<file path="src/rtl/cs_wd_pkg.sv">
package cs_wd_pkg;
  localparam int unsigned DEF_TIMEOUT_TICKS = 3;
  localparam int unsigned DEF_RST_CYCLES    = 8;
  localparam int unsigned DEF_SYNC_STAGES   = 2;

  function automatic int unsigned width_for(input int unsigned maxval);
    return (maxval < 2) ? 1 : $clog2(maxval + 1);
  endfunction
endpackage

</file>
<file path="src/rtl/cs_edge_sync.sv">
module cs_edge_sync #(
  parameter int unsigned STAGES = cs_wd_pkg::DEF_SYNC_STAGES
) (
  input  logic clk,
  input  logic rst,
  input  logic line_i,
  output logic edge_o
);
  logic [STAGES-1:0] sh_q;
  logic              last_q;

  always_ff @(posedge clk) begin
    if (rst) begin
      sh_q   <= '0;
      last_q <= 1'b0;
    end else begin
      sh_q[0] <= line_i;
      for (int i = 1; i < STAGES; i++) sh_q[i] <= sh_q[i-1];
      last_q <= sh_q[STAGES-1];
    end
  end

  // either polarity of change counts as a kick
  assign edge_o = sh_q[STAGES-1] ^ last_q;
endmodule

</file>
<file path="src/rtl/wd_tick_counter.sv">
module wd_tick_counter #(
  parameter int unsigned LIMIT = cs_wd_pkg::DEF_TIMEOUT_TICKS
) (
  input  logic clk,
  input  logic rst,
  input  logic run_i,
  input  logic kick_i,
  input  logic tick_i,
  output logic expire_o
);
  localparam int unsigned   W    = cs_wd_pkg::width_for(LIMIT);
  localparam logic [W-1:0]  LAST = W'(LIMIT - 1);

  logic [W-1:0] cnt_q;

  // a kick in the same cycle as the final tick wins
  assign expire_o = run_i && !kick_i && tick_i && (cnt_q == LAST);

  always_ff @(posedge clk) begin
    if (rst || !run_i || kick_i) begin
      cnt_q <= '0;
    end else if (tick_i) begin
      cnt_q <= expire_o ? '0 : cnt_q + 1'b1;
    end
  end

  // a kick while running restarts the window
  a_r5_kick_restarts: assert property (@(posedge clk) disable iff (rst)
    (run_i && kick_i) |=> (cnt_q == '0));
  // nothing accumulates while stopped or held
  a_r3_idle_counter: assert property (@(posedge clk) disable iff (rst)
    !run_i |=> (cnt_q == '0));
  // the count never passes the window
  a_r4_count_bounded: assert property (@(posedge clk) disable iff (rst)
    (32'(cnt_q) < LIMIT));
endmodule

</file>
<file path="src/rtl/wd_reset_stretch.sv">
module wd_reset_stretch #(
  parameter int unsigned LEN = cs_wd_pkg::DEF_RST_CYCLES
) (
  input  logic clk,
  input  logic rst,
  input  logic fire_i,
  input  logic pdown_i,
  output logic busy_o,
  output logic pd_o,
  output logic rst_o
);
  localparam int unsigned  W    = cs_wd_pkg::width_for(LEN);
  localparam logic [W-1:0] LOAD = W'(LEN);

  logic [W-1:0] pcnt_q;
  logic         pd_q;

  always_ff @(posedge clk) begin
    if (rst) begin
      pcnt_q <= '0;
      pd_q   <= 1'b0;
    end else begin
      pd_q <= pdown_i;
      if (fire_i)              pcnt_q <= LOAD;
      else if (pcnt_q != '0)   pcnt_q <= pcnt_q - 1'b1;
    end
  end

  assign busy_o = (pcnt_q != '0);
  assign pd_o   = pd_q;
  assign rst_o  = busy_o | pd_q;

  // pulse is loaded to full length and ends cleanly
  a_r6_pulse_load: assert property (@(posedge clk) disable iff (rst)
    fire_i |=> (pcnt_q == LOAD));
  a_r6_pulse_ends: assert property (@(posedge clk) disable iff (rst)
    (pcnt_q == W'(1) && !fire_i) |=> (pcnt_q == '0));
endmodule

</file>
<file path="src/rtl/cs_kick_watchdog.sv">
module cs_kick_watchdog #(
  parameter int unsigned TIMEOUT_TICKS = cs_wd_pkg::DEF_TIMEOUT_TICKS,
  parameter int unsigned RST_CYCLES    = cs_wd_pkg::DEF_RST_CYCLES,
  parameter int unsigned SYNC_STAGES   = cs_wd_pkg::DEF_SYNC_STAGES
) (
  input  logic clk,
  input  logic rst,
  input  logic cs_n_i,
  input  logic tick_i,
  input  logic en_wr_i,
  input  logic en_val_i,
  input  logic pdown_i,
  input  logic stat_rd_i,
  output logic cpu_rst_o,
  output logic wd_flag_o,
  output logic wd_en_o
);
  logic kick, expire, busy, pd_held, run;
  logic en_q, flag_q;

  cs_edge_sync #(.STAGES(SYNC_STAGES)) u_sync (
    .clk(clk), .rst(rst), .line_i(cs_n_i), .edge_o(kick)
  );

  assign run = en_q && !busy && !pd_held;

  wd_tick_counter #(.LIMIT(TIMEOUT_TICKS)) u_cnt (
    .clk(clk), .rst(rst), .run_i(run), .kick_i(kick),
    .tick_i(tick_i), .expire_o(expire)
  );

  wd_reset_stretch #(.LEN(RST_CYCLES)) u_pulse (
    .clk(clk), .rst(rst), .fire_i(expire), .pdown_i(pdown_i),
    .busy_o(busy), .pd_o(pd_held), .rst_o(cpu_rst_o)
  );

  always_ff @(posedge clk) begin
    if (rst) begin
      en_q   <= 1'b0;
      flag_q <= 1'b0;
    end else if (expire) begin
      flag_q <= 1'b1;
      en_q   <= 1'b0;
    end else begin
      if (stat_rd_i)              flag_q <= 1'b0;
      if (en_wr_i && !flag_q)     en_q   <= en_val_i;
    end
  end

  assign wd_flag_o = flag_q;
  assign wd_en_o   = en_q;

  // a timeout flags, disarms and resets together
  a_r4_expire_effects: assert property (@(posedge clk) disable iff (rst)
    expire |=> (wd_flag_o && !wd_en_o && cpu_rst_o));
  // arming is locked out while the flag is unread
  a_r8_locked_out: assert property (@(posedge clk) disable iff (rst)
    wd_flag_o |=> !wd_en_o);
  // a read without a coincident timeout clears the flag
  a_r7_read_clears: assert property (@(posedge clk) disable iff (rst)
    (stat_rd_i && !expire) |=> !wd_flag_o);
  // power-down reaches the reset output one clock later
  a_r9_pdown_resets: assert property (@(posedge clk) disable iff (rst)
    pdown_i |=> cpu_rst_o);
endmodule

</file>
<file path="config.mk">
export PLATFORM = sky130hd
export DESIGN_NAME = cs_kick_watchdog
export DESIGN_NICKNAME = d
export VERILOG_FILES = /design/src/rtl/cs_wd_pkg.sv /design/src/rtl/cs_edge_sync.sv /design/src/rtl/wd_tick_counter.sv /design/src/rtl/wd_reset_stretch.sv /design/src/rtl/cs_kick_watchdog.sv
export SDC_FILE = /design/constraint.sdc
export NUM_CORES = 1
export LEC_CHECK = 0
export BUFFER_PORTS_ARGS = -buffer_cell sky130_fd_sc_hd__clkbuf_2
export CAP_MARGIN = 20
export CORE_AREA = 2 2 39 41
export CTS_CLUSTER_SIZE = 20
export DETAILED_ROUTE_END_ITERATION = 6
export DIE_AREA = 0 0 41 43
export PLACE_DENSITY = 0.75
export SLEW_MARGIN = 25
export SYNTH_ARGS = -nofsm -noshare
export SYNTH_HDL_FRONTEND = slang
export SYNTH_SLANG_ARGS = --single-unit
</file>
<file path="constraint.sdc">
create_clock -name clk -period 1.4 [get_ports clk]
set_input_delay 0.14 -clock clk [delete_from_list [all_inputs] [get_ports clk]]
set_output_delay 0.14 -clock clk [all_outputs]
set_load 0.05 [all_outputs]
</file>
=== Word level (Yosys, flattened, before mapping) ===
Index checks and enable logic that the tools add are counted.

* Register bits: 12
* Input bits: 8
* Output and inout port bits: 3
* Logic and storage cells: 35

* $add $sub $neg: 2
* Equality and inequality tests: 1
* Muxes and demuxes: 5
* Bitwise operators: 2
* Reduce and logical (&&, ||, !) cells: 17

{| class="wikitable"
|+ Operators by type and width
! operator !! count
|-
| $mux W4 || 2
|-
| $logic_and A1 B1 Y1 || 6
|-
| $logic_not A1 Y1 || 5
|-
| $reduce_bool A2 Y1 || 2
|-
| $reduce_bool A4 Y1 || 1
|-
| $sub A4 B1 Y4 const B || 1
|-
| $add A2 B1 Y2 const B || 1
|-
| $eq A2 B2 Y1 const B || 1
|-
| $logic_or A1 B1 Y1 || 2
|-
| $mux W1 || 2
|-
| $mux W2 || 1
|-
| $reduce_or A2 Y1 || 1
|-
| $or A1 B1 Y1 || 1
|-
| $xor A1 B1 Y1 || 1
|}

=== Longest topological paths before layout ===
Gate-level depths: netlist (run 1).

* Depth in word-level cells: 8
* Depth in mapped cells: 5
* Depth with buffers taken out: 5

=== Cells and area by module ===
From an unflattened synthesis (run 1), not the netlist that was laid out.

* Cell total of the unflattened synthesis: 51
* Area, all modules: 523.0 um^2

{| class="wikitable"
|+ By module, submodules not included
! module !! times used !! cells each !! area each (um^2) !! sequential area each (um^2)
|-
| wd_reset_stretch || 1 || 24 || 244.0 || 100.1
|-
| wd_tick_counter || 1 || 11 || 102.6 || 40.0
|-
| cs_kick_watchdog || 1 || 9 || 88.8 || 40.0
|-
| cs_edge_sync || 1 || 7 || 87.6 || 60.1
|}

=== Least setup slack after synthesis (run 1) ===
OpenSTA, ideal clock, no wires.

* Path type: register to register
* From: register u_pulse.pcnt_q[0]
* To: register en_q (netlist: wd_en_o)
* Setup time: 0.116 ns
* Data arrival time: 1.568 ns
* Data required time: 1.284 ns
* Path slack: -0.283 ns
* Cell stages (with the launch flop): 6
* Path through: dfxtp_1 > inv_1 > ha_1 > or4b_4 > nand4b_4 > and3_1

* Longest elaborated chain between the ends: 8

{| class="wikitable"
|+ RTL lines
! item !! RTL line !! RTL
|-
| start: declaration || wd_reset_stretch.sv:15 || <nowiki>logic [W-1:0] pcnt_q;</nowiki>
|-
| start signal: assignment || wd_reset_stretch.sv:25 || <nowiki>else if (pcnt_q != '0) pcnt_q <= pcnt_q - 1'b1;</nowiki>
|-
| $reduce_bool A4 Y1 || wd_reset_stretch.sv:29 || <nowiki>assign busy_o = (pcnt_q != '0);</nowiki>
|-
| $logic_not A1 Y1 || cs_kick_watchdog.sv:25 || <nowiki>assign run = en_q && !busy && !pd_held;</nowiki>
|-
| $logic_and A1 B1 Y1 (2 in series) || cs_kick_watchdog.sv:25 ||
|-
| $logic_and A1 B1 Y1 (3 in series) || wd_tick_counter.sv:17 || <nowiki>assign expire_o = run_i && !kick_i && tick_i && (cnt_q == LAST);</nowiki>
|-
| $reduce_or A2 Y1 (no line) || - ||
|-
| end signal: assignment || cs_kick_watchdog.sv:46 || <nowiki>if (en_wr_i && !flag_q) en_q <= en_val_i;</nowiki>
|-
| end: declaration || cs_kick_watchdog.sv:19 || <nowiki>logic en_q, flag_q;</nowiki>
|}

No other way between the ends.
A chain may end at the register's enable or synchronous reset.

=== Worst setup path in the final report (run 1) ===
* From: register u_pulse.pcnt_q[0]
* To: output port cpu_rst_o

* Longest elaborated chain between the ends: 2

{| class="wikitable"
|+ RTL lines
! item !! RTL line !! RTL
|-
| $reduce_bool A4 Y1 || wd_reset_stretch.sv:29 ||
|-
| $or A1 B1 Y1 || wd_reset_stretch.sv:31 || <nowiki>assign rst_o = busy_o | pd_q;</nowiki>
|-
| end: declaration || cs_kick_watchdog.sv:14 || <nowiki>output logic cpu_rst_o,</nowiki>
|}

No other way between the ends.

==> results of run 1 <==
area by class of cell:
class                           count  area, um^2  share of cell area
Inverter                            5        18.8              0.0226
Timing Repair Buffer               21         156               0.189
Clock buffer                        4        36.3              0.0437
Multi-Input combinational cell     37         355               0.428
Tap cell                           16        20.0              0.0241
Sequential cell                    12         243               0.293
metal layers:
metal / wire length, um / part of all wire
met5: 0 / 0
met4: 19 / 0.016
met3: 48 / 0.042
met2: 618 / 0.54
met1: 466 / 0.40
worst min-delay path by stage:
stage                     end  slack (ns)
2_1_floorplan    u_pulse.pd_o        0.27
3_3_place_gp   u_sync.sh_q[0]        0.35
3_5_place_dp   u_sync.sh_q[0]        0.35
4_1_cts        u_sync.sh_q[0]        0.06
5_1_grt          u_pulse.pd_o        0.07
6_report       u_sync.sh_q[0]        0.07
flip-flops by register name, indices dropped and copies added (netlist names):
| signal | flops |
|---|---|
| wd_flag_o | 1 |
| u_pulse.pd_o | 1 |
| u_sync.sh_q | 2 |
| wd_en_o | 1 |
| u_sync.last_q | 1 |
| u_pulse.pcnt_q | 4 |
| u_cnt.cnt_q | 2 |
power groups by stage:
stage	Clock, mW	Combinational [mW]	Sequential [mW]
2_1_floorplan	0	0.454	0.470
3_3_place_gp	0	0.657	0.459
3_5_place_dp	0	0.687	0.462
4_1_cts	0.291	0.895	0.457
5_1_grt	0.297	1.08	0.470
6_report	0.275	0.989	0.461
stage by stage:
stage / setup TNS, ns / instance area [um^2]
detailed placement: -0.308 / 679
global placement: -0.193 / 679
finish: -0.724 / 830
CTS: -0.604 / 781
global route: -1.17 / 830
floorplan: -0.632 / 568
cells in the final DEF, fill, tap and decap left out, types with 2 or more instances in the layout:
cell type  instances
dfxtp_2            2
clkbuf_2           9
nor3b_1            3
ha_1               2
a21oi_1            3
nand2_1            2
nor2b_1            5
inv_2              2
buf_4             10
clkbuf_4           3
a21oi_2            2
inv_1              3
dfxtp_1           10
nor4_4             2
nand2b_1           3
synthesized netlist by cell type:
library cell / instances / share of area
dfxtp_1: 12 / 0.44
a21oi_1: 5 / 0.045
inv_1: 5 / 0.034
nor2b_1: 5 / 0.057
ha_1: 3 / 0.068
nand2b_1: 3 / 0.034
nor3b_1: 3 / 0.041
nand2_1: 2 / 0.014
nor4_1: 2 / 0.023
xnor2_1: 2 / 0.032
a311oi_1: 1 / 0.016
and2_1: 1 / 0.011
and3_1: 1 / 0.011
clkbuf_1: 1 / 0.0068
mux2_2: 1 / 0.020
mux2i_1: 1 / 0.018
nand3b_1: 1 / 0.014
nand4b_4: 1 / 0.043
nor2_1: 1 / 0.0068
nor3_1: 1 / 0.0091
o2111a_1: 1 / 0.020
or3b_2: 1 / 0.016
or4b_4: 1 / 0.025
worst max-delay path: cells and delay by family, from the launching register on:
kind / cells / cell delay, ns
flip-flops: 1 / 0.33
buffers and inverters: 2 / 0.26
AND/OR/NAND/NOR: 1 / 0.48
adder cells (fa/ha/maj): 1 / 0.13
kinds of logic after synthesis:
logic type                 count (synthesis)
DFF                                       12
buffers and inverters                      6
xor gates and xnor gates                   2
and+or+nand+nor                           23
AOI/OAI and AO/OA                          7
adders and majority gates                  3
muxes                                      2
repair_timing:
item,4_1_cts,5_1_grt
hold buffers,0,0
pin swaps,5,0
buffers inserted,3,2
setup endpoints to repair,6,8
hold endpoints to repair,0,0
resized for setup,8,5
==> run summary, run 1 <==
The slew at the pin with the worst max-slew slack works out to 0.427 ns. Xor and xnor area share after synthesis: 0.0317. The worst register-to-register path ends at wd_en_o. The logs give 0 for the antenna violation net count after detailed routing and 0 for the number of design rule violations left after detail routing. Counting cells, the worst reg-to-reg path comes to 5. Nature of the critical path endpoint: an output port. On the final layout, the worst clock skew is 0.00332 ns.

For the total routing resource utilization after global routing, the log shows 0.157. In this run the most used layer during global routing was met2. The HPWL after detailed placement is 800 um. The setup check on the worst reg-to-reg path leaves a slack of -0.12 ns. For the count of non-filler cells in the finished layout, the log shows 95.

The pre-antenna-repair detailed-routing pass consisted of 2 iterations. The post-synthesis compound-gate area fraction is 0.0816. The simple-gate share of the synthesized area is 0.304. The portion of the post-synthesis area used by sequential elements is 0.435. The final setup violation count is 8. The slack of the critical path was -0.220 ns; the synthesized-area fraction occupied by adder cells was 0.0680. The number of nets in the synthesized netlist is 66. The path category of the worst min-delay check was input pin to register.

For the number of global-route vias before repair, the log shows 444. The post-synthesis average cell area came out at 10.0 um^2. In the final routed layout, each cell accounts on average for 12.1 um. During I/O placement, the number of pins put on the boundary was 11. Total number of H-tree levels: 1. For the total power of the final layout, the log shows 1.73 mW. Number of synthesized register bits: 12. The cell count of the worst hold path is 2, and the power density over the cells is 2080 nW/um^2. The critical path is of the register to output port type. The share of final-layout standard cells stronger than drive strength 1 is 0.506. The tools report the critical register-to-register path startpoint as u_pulse.pcnt_q[0].

Summed over all layers, the global routing overflow is 0. Timing would allow up to 617 MHz. Setup repair after global routing could not meet its margin everywhere. The worst slew slack as a fraction of its limit is 0.713, and the pin count of the biggest net entering global routing is 12.

The minimum setup slack after placement was -0.0909 ns; the sink count of the clock tree was 12. The minimum hold slack is 0.0685 ns. The number of distinct library cells after synthesis came out at 23. The sequential cell fraction of total power was 0.267; the maximum fanout along the worst path was 3. The run gives 120 as the final-layout fill cell count. The utilization after layout is 0.599, and the clock period minus final worst setup slack is 1.62 ns.

The antenna cell count was 0; the share of cell area taken by muxes after synthesis was 0.0385. Across the VDD grid, the largest voltage drop is 1060 uV. The floorplan step defined a core boundary enclosing 1380 um^2.

For the reported max-cap violation count, the log shows 0. The run finished, with violations left. Clock-pin slew was measured on the worst setup and hold paths at 0.07 ns. Following the worst setup path forward leads to its endpoint at cpu_rst_o.

The initial antenna violation count is 0, and the count of buffers from port buffering is 10. The logs give 0.382 nW for the leakage power and 552 um^2 for the mapped cell area. For the met1 demand-to-capacity share in global routing, the log shows 0.162. Effective utilization at floorplan: 0.399. The growth of design area from synthesis to finish is 50.3%. The fraction of power consumed by combinational cells came out at 0.573.

The number of placed instances, taps included, is 86. Routability-driven placement finished with a final weighted congestion of 0.796. Buffers inserted during clock tree synthesis total 3. The worst setup path is launched from a register.

The largest individual stage delay along the critical path comes from the cell or4b_4. The max-slew violation count is 0. Endpoint arrival time on the critical path: 1.48 ns. The endpoint required time on the critical path was 1.26 ns. The final reports fail on negative setup slack. For this design the total switching power over the nets is 0.579 mW. The hold violation total from the final report is 0, and the peak per-stage delay on the critical path is 0.48 ns. The run gives 2 as the maximum buffer depth of the clock tree.

In this run the clock root is driven by a clkbuf_4. The total of warnings raised by yosys was 0; the net switching share of the total power was 0.336. Measured along the y axis, the die boundary spans 43 um. At the later pin of the worst-skew pair, clock insertion delay measures 0.27 ns. After the first detailed-routing iteration, the DRC count stood at 10. The clock network power share was 0.159; the internal power was 1.15 mW.

The floorplan step defined a die boundary enclosing 1760 um^2. For this block, the routed nets add up to 1.15 mm of wire. The first global-routing pass estimated 1.77 mm of wire. In the synthesized netlist, the number of instances is 55. The tools report the startpoint of the worst setup timing path as u_pulse.pcnt_q[0].

The routing usage on met3 was 0.0628; the number of placement rows was 14. The tools report the start point of the worst hold path as cs_n_i. The floorplan step set the die width to 41 um. The signal on the critical path passes through inv_2 -> ha_4 -> or4b_4 -> clkbuf_16. The share of the cycle needed by the critical path after routing was 1.16.

The largest family of logic cells by synthesized area is simple AND/OR/NAND/NOR gates. The tools report the number of vias in the routed layout as 476. The met2 global-route usage was 0.238.

TritonCTS built the clock tree. Dividing the detail-routed via count by the number of cells gives 5.01. The number of nets in the finished design came out at 91.
(Power assumes the default switching activity.)
==> run 2, diff against run 1 <==
PLACE_DENSITY = 0.73   (was 0.75)
clock period = 1.67 ns   (was 1.4 ns; I/O delays follow)
==> run summary, run 2 (synthesized netlist as in run 1, its figures left out) <==
For the endpoint required time on the critical path, the log shows 1.50 ns. The first global-routing pass estimated 1.73 mm of wire. The run gives 1.51 ns as the endpoint arrival time on the critical path. Once layout is done, the placed cells without fillers occupy 727 um^2.

Clock-pin slew was measured on the worst setup and hold paths at 0.08 ns. The worst-case clock skew is 0.00649 ns, and the clock period minus final worst setup slack is 1.68 ns. After the first detailed-routing iteration, the DRC count stood at 7. The maximum fanout along the worst path is 3, and the hold-fix buffer count after cts is 0. The switching power was 0.410 mW.

The die covers 1760 um^2. Measured along the y axis, the die boundary spans 43 um. The internal power of the cells totals 0.816 mW. The core region is 1380 um^2. The slack of the critical path is -0.00666 ns.

The path class of the tightest hold or removal check is input pin to register. For the number of iterations in the first detailed-routing pass, the log shows 4. The final reports fail on negative setup slack. The clock latency reported for the late side of the worst-skew pair is 0.28 ns. Leaving out fill and tap cells, the most frequent cells in the layout are dfxtp_1 (10), clkbuf_2 (9), nor2b_1 (5), a21oi_1 (5), buf_4 (5). Type of the setup path with the least slack: register to output port. Traced cell by cell, the critical path runs through inv_2 -> ha_4 -> or4b_4 -> clkbuf_16. During placement, the flow inserted port buffers numbering 10. The total routing resource utilization after global routing was 0.149; the antenna cell count was 0. The number of global-route vias before repair came out at 407. The run gives 0 as the hold violation total from the final report.

The maximum buffer depth of the clock tree was 2; the leakage power was 0.337 nW. The growth of design area from synthesis to finish is 31.7%, and the worst slew slack as a fraction of its limit is 0.709. The run finished, with violations left. TritonCTS built the clock tree. The run gives 11 as the number of primary I/O pins. For the clock network power share, the log shows 0.192. Start point of the worst hold path: pdown_i. In the routed layout, each cell is associated on average with a via count of 4.96. The detailed router placed 441 vias in this run. The sequential cell fraction of total power is 0.320. The worst setup path is captured at an output port. Slowest cell on the critical path: or4b_4. CTS placed an instance of clkbuf_4 at the clock tree root. The launching element type of the critical path was a register. Utilization after layout: 0.525.

The detailed-route wire length came out at 1.04 mm. For the pin with the worst max-slew slack, the measured transition is 0.433 ns. The reported max-cap violation count came out at 0. The register containing the most flip-flops in the final layout was u_pulse.pcnt_q. The tools report the number of CTS-inserted buffers as 3. Startpoint of the worst setup timing path: u_pulse.pcnt_q[1]. The effective utilization at floorplan is 0.399.

The width of the die came out at 41 um. For the fraction of power consumed by combinational cells, the log shows 0.488. The run gives 0 as the antenna violation net count after detailed routing. The total number of H-tree levels came out at 1.

The net switching share of the total power was 0.334. The number of flip-flops in the largest register was 4. For this run, design rule violations remaining after detail routing come to 0. The max-slew violation count was 0; the maximum vdd drop was 999 uV. In the final layout, the registers with the most flip-flops are u_pulse.pcnt_q x4, u_cnt.cnt_q x2, u_sync.sh_q x2. Final setup violation count: 1. The tools report the critical register-to-register path startpoint as u_pulse.pcnt_q[1]. Most common cell after layout, fill and taps aside: dfxtp_1.

Setup repair after global routing could not meet its margin everywhere. The power density over the cells came out at 1690 nW/um^2. The run gives 0.841 as the weighted congestion reported at the end of routability-driven placement. CTS saw 12 sinks.

The floorplan has 14 rows. For this run the aggregate overflow at the end of global routing stands at 0. The post-place instance area is 621 um^2, and the wire length per cell after detailed routing is 11.6 um.

The fmax is 596 MHz, and the peak per-stage delay on the critical path is 0.50 ns. Number of nets in the finished design: 85. Share of final-layout standard cells stronger than drive strength 1: 0.384. The pin count of the biggest net entering global routing was 12.

The share of the cycle needed by the critical path after routing is 1.00, and the initial antenna violation count is 0.
-- run 2: cell count changes in the layout (fill, tap and decap cells not counted), sizes merged --
cell / before / now
buf: 11 / 5
-- run 2: area by class of cell --
| type | count | area [um^2] |
|---|---|---|
| sequential | 12 | 243 |
| fill | 136 | 657 |
| clock buffer | 4 | 36.3 |
| tap | 16 | 20.0 |
| multi-input combinational | 37 | 302 |
| timing repair buffer | 15 | 108 |
| inverter | 5 | 18.8 |
-- run 2: path summary, 6_finish.rpt --
check | end | slack (ns) | cells past startpoint
worst min-delay path | u_pulse.pd_o | 0.09 | 2
worst max-delay path | cpu_rst_o | -0.007 | 4
worst max register to register | u_pulse.pcnt_q[0] | 0.09 | 6
worst min register to register | u_sync.sh_q[1] | 0.44 | 1
-- run 2: what timing repair did --
item / in CTS / in global routing
pin swaps: 1 / 0
gates resized for setup: 7 / 0
setup endpoints to repair: 1 / 1
setup buffers: 4 / 1
gates cloned: 0 / 0
-- run 2: critical path, delay by kind of cell, from the launching register on --
kind	cells	cell delay [ns]
adders and majority gates	1	0.13
DFF	1	0.33
buffers and inverters	2	0.27
and+or+nand+nor	1	0.50
-- run 2: power by group through the flow --
stage               Clock, mW  Combinational, mW  Sequential, mW
CTS                     0.240              0.581           0.389
global route            0.255              0.649           0.399
global placement            0              0.407           0.392
finish                  0.236              0.599           0.392
detailed placement          0              0.412           0.396
floorplan                   0              0.348           0.388
-- run 2: stage by stage --
stage	instances	hold slack, ns	power (mW)	setup slack [ns]	setup TNS, ns
2_1_floorplan	55	0.295	0.736	0.0104	0
3_3_place_gp	80	0.378	0.800	0.0714	0
3_5_place_dp	80	0.387	0.808	0.0464	0
4_1_cts	88	0.0964	1.21	-0.00178	-0.00178
5_1_grt	89	0.0993	1.30	-0.0451	-0.0451
6_report	89	0.0912	1.23	-0.00666	-0.00666
-- run 2: per-layer routing --
metal	up-vias	track usage	part of all wire
met3	4	0.0471	0.045
met2	12	0.209	0.49
met5	-	0	0
met4	0	0.100	0.022
met1	199	0.187	0.44
li1	226	-	-
==> run 3, diff against run 2 <==
BUFFER_PORTS_ARGS = -buffer_cell sky130_fd_sc_hd__buf_2   (was -buffer_cell sky130_fd_sc_hd__clkbuf_2)
CORE_AREA = default   (was 2 2 39 41)
CORE_MARGIN = 2   (was default)
CORE_UTILIZATION = 41   (was default)
DIE_AREA = default   (was 0 0 41 43)
PLACE_DENSITY = 0.72   (was 0.73)
==> run summary, run 3 (synthesized netlist as in run 1, its figures left out) <==
In this run the cell area measured after placement is 619 um^2. For the worst flop-to-flop path, the logic depth is 5. Relative to the synthesized area, the layout overhead comes to 29.7%.

For the total routing resource utilization after global routing, the log shows 0.136. The logs give 243 um^2 for the area taken by flip-flops and latches and 113 for the final-layout fill cell count. Grouping stages by cell kind, the critical path spends the most delay in simple AND/OR/NAND/NOR gates. The die is 40.7 um wide. For the worst setup path, the data required time is 1.50 ns. After layout, the design draws a total of 1.19 mW.

The internal power is 0.793 mW. The tools report the total number of H-tree levels as 1. In the layout the commonest cells are dfxtp_1 (10), buf_2 (9), nor2b_1 (5), a21oi_1 (5), buf_4 (5). Clock tree synthesis selected as its root buffer the cell clkbuf_4. The cell count of the worst hold path is 2. The logs give 426 for the number of vias in the routed layout and 0 for the antenna cell count.

The startpoint of the worst setup timing path was u_pulse.pcnt_q[1]. The worst-case clock skew was 0.00272 ns; the hold violation total from the final report was 0. Ranked by flip-flop count, first place goes to u_pulse.pcnt_q.

The nature of the critical path endpoint is an output port. The worst hold path begins at pdown_i. IR analysis of the VDD net gives a maximum drop of 821 uV. The final setup violation count is 0, and the sink count of the clock tree is 12. In this run the standard cell core region covers 1280 um^2.

The sequential cell fraction of total power is 0.332, and the antenna violation net count after detailed routing is 0. The worst setup path is launched from a register. The initial antenna violation count was 0; the total grt overflow was 0. The effective utilization at floorplan was 0.429; the count of buffer and inverter cells on the critical path was 2. Register-to-register path setup slack: 0.13 ns. Path category of the worst min-delay check: input pin to register.

The hold-fix buffer count after cts was 0. Leaving out fill and tap cells, the most frequent cell in the layout is dfxtp_1. The run gives 88 as the count of non-filler cells in the finished layout.

The detailed router finished its first iteration with 2 violations. At the worst endpoint, the arrival time is 1.48 ns. For the pin count of the biggest net entering global routing, the log shows 12. In this run the tool buffered the top-level ports with 10 buffer cells.

In the final layout, the registers with the most flip-flops are u_pulse.pcnt_q x4, u_cnt.cnt_q x2, u_sync.sh_q x2. The slew at the pin with the worst max-slew slack was 0.373 ns. The run finished with clean final reports.

The number of CTS-inserted buffers is 3. The via density per instance is 4.84. 11 I/O pins were placed. The analysis attributes to cell leakage a power of 0.331 nW. Maximum buffer depth of the clock tree: 2. The startpoint identified for the worst register-to-register timing path is u_pulse.pcnt_q[1]. At the end of routability-driven placement, the weighted congestion stood at 0.674.

The floorplan step defined a die boundary enclosing 1660 um^2. The number of global-route vias before repair was 342; the minimum hold slack was 0.105 ns. The share of the cycle needed by the critical path after routing is 0.987.

The clock latency reported for the late side of the worst-skew pair came out at 0.27 ns. The clock-pin transition on the worst setup and hold timing paths is 0.07 ns, and the number of iterations in the first detailed-routing pass is 2. The worst path needs 1.65 ns of the cycle, external delays included. The number of placement rows is 13. The slowest cell on the critical path was or4b_4. The run gives 85 as the number of nets in the finished design.

Once layout is done, the placed cells without fillers occupy 716 um^2. The share of final-layout standard cells stronger than drive strength 1 came out at 0.384. For the fmax, the log shows 606 MHz.

For the HPWL reported at the end of detailed placement, the log shows 655 um. Worst hold path endpoint: u_pulse.pd_o. Utilization after layout: 0.557. The fraction of power consumed by combinational cells is 0.480, and the number of design rule violations left after detail routing is 0. Measured along the y axis, the die boundary spans 40.7 um. The net switching share of the total power works out to 0.332. TritonCTS built the clock tree. The setup path with the least slack is of type register to output port.

The number of flip-flops in the largest register is 4. On the worst path, the slowest cell contributes a delay of 0.49 ns. Setup repair after global routing could not meet its margin everywhere. Wires add up to 915 um. Across the run, the number of max-cap violations was 0. For the wire length of the first global-routing pass, the log shows 1.37 mm. The tools report the cell total after placement as 79. Walking the worst path, the cells encountered are inv_2 -> ha_4 -> or4b_4 -> buf_8. In the final layout, the multi-input gates occupy 302 um^2. Setup slack on the critical path of the routed design comes to 0.0210 ns. Timing analysis after detailed placement gives a worst setup slack of 0.0658 ns. Of all nets on the critical path, the largest fanout is 4.

The worst slew slack as a fraction of its limit is 0.750, and the wire length per cell after detailed routing is 10.4 um. The power density over the cells was 1660 nW/um^2; the clock network power share was 0.188. The tools report the switching power as 0.394 mW. The max-slew violation count is 0, and the final setup TNS is 0 ns. The endpoint identified for the worst register-to-register timing path is wd_en_o.
==> run 3: cell count changes in the layout (fill, tap and decap cells not counted), sizes merged <==
cell / delta
buf: +10
clkbuf: -10
==> run 3: worst max path at each step <==
stage                           end  slack, ns  cells after the start
after floorplan             wd_en_o       0.01                      5
after global placement      wd_en_o       0.07                      5
after detailed placement    wd_en_o       0.07                      5
after CTS                 cpu_rst_o      0.004                      4
after global routing      cpu_rst_o      -0.03                      4
final                     cpu_rst_o       0.02                      4
==> run 3: worst register-to-register path: stages, from the launching register on <==
cell      delay [ns]
dfxtp_2         0.32
inv_2           0.08
ha_4            0.15
or4b_4          0.49
nand4b_4        0.21
and3_1          0.19
==> run 3: repair_timing <==
action | in CTS | in global routing
endpoints found under the setup margin | 1 | 1
cloned | 0 | 0
buffers inserted | 2 | 3
pin swaps | 0 | 1
resized for setup | 6 | 1
endpoints found under the hold margin | 0 | 0
==> run 3: cell type report <==
class	instances	area share
Clock buffer	4	0.0507
Inverter	5	0.0262
Multi-Input combinational cell	37	0.421
Sequential cell	12	0.339
Tap cell	15	0.0262
Timing Repair Buffer	15	0.136
==> run 3: metal layers <==
layer / share of wire / routed length [um] / up-vias / track usage
li1: - / - / 229 / -
met2: 0.45 / 410 / 12 / 0.206
met3: 0.078 / 71 / 0 / 0.0978
met4: 0 / 0 / 0 / 0.0500
met1: 0.47 / 433 / 185 / 0.146
met5: 0 / 0 / - / 0
==> run 3: power by group through the flow <==
| stage | Combinational (mW) | Clock, mW | Sequential (mW) |
|---|---|---|---|
| final | 0.569 | 0.223 | 0.394 |
| after global placement | 0.411 | 0 | 0.393 |
| after CTS | 0.516 | 0.233 | 0.393 |
| after global routing | 0.617 | 0.243 | 0.399 |
| after detailed placement | 0.415 | 0 | 0.394 |
| after floorplan | 0.348 | 0 | 0.388 |
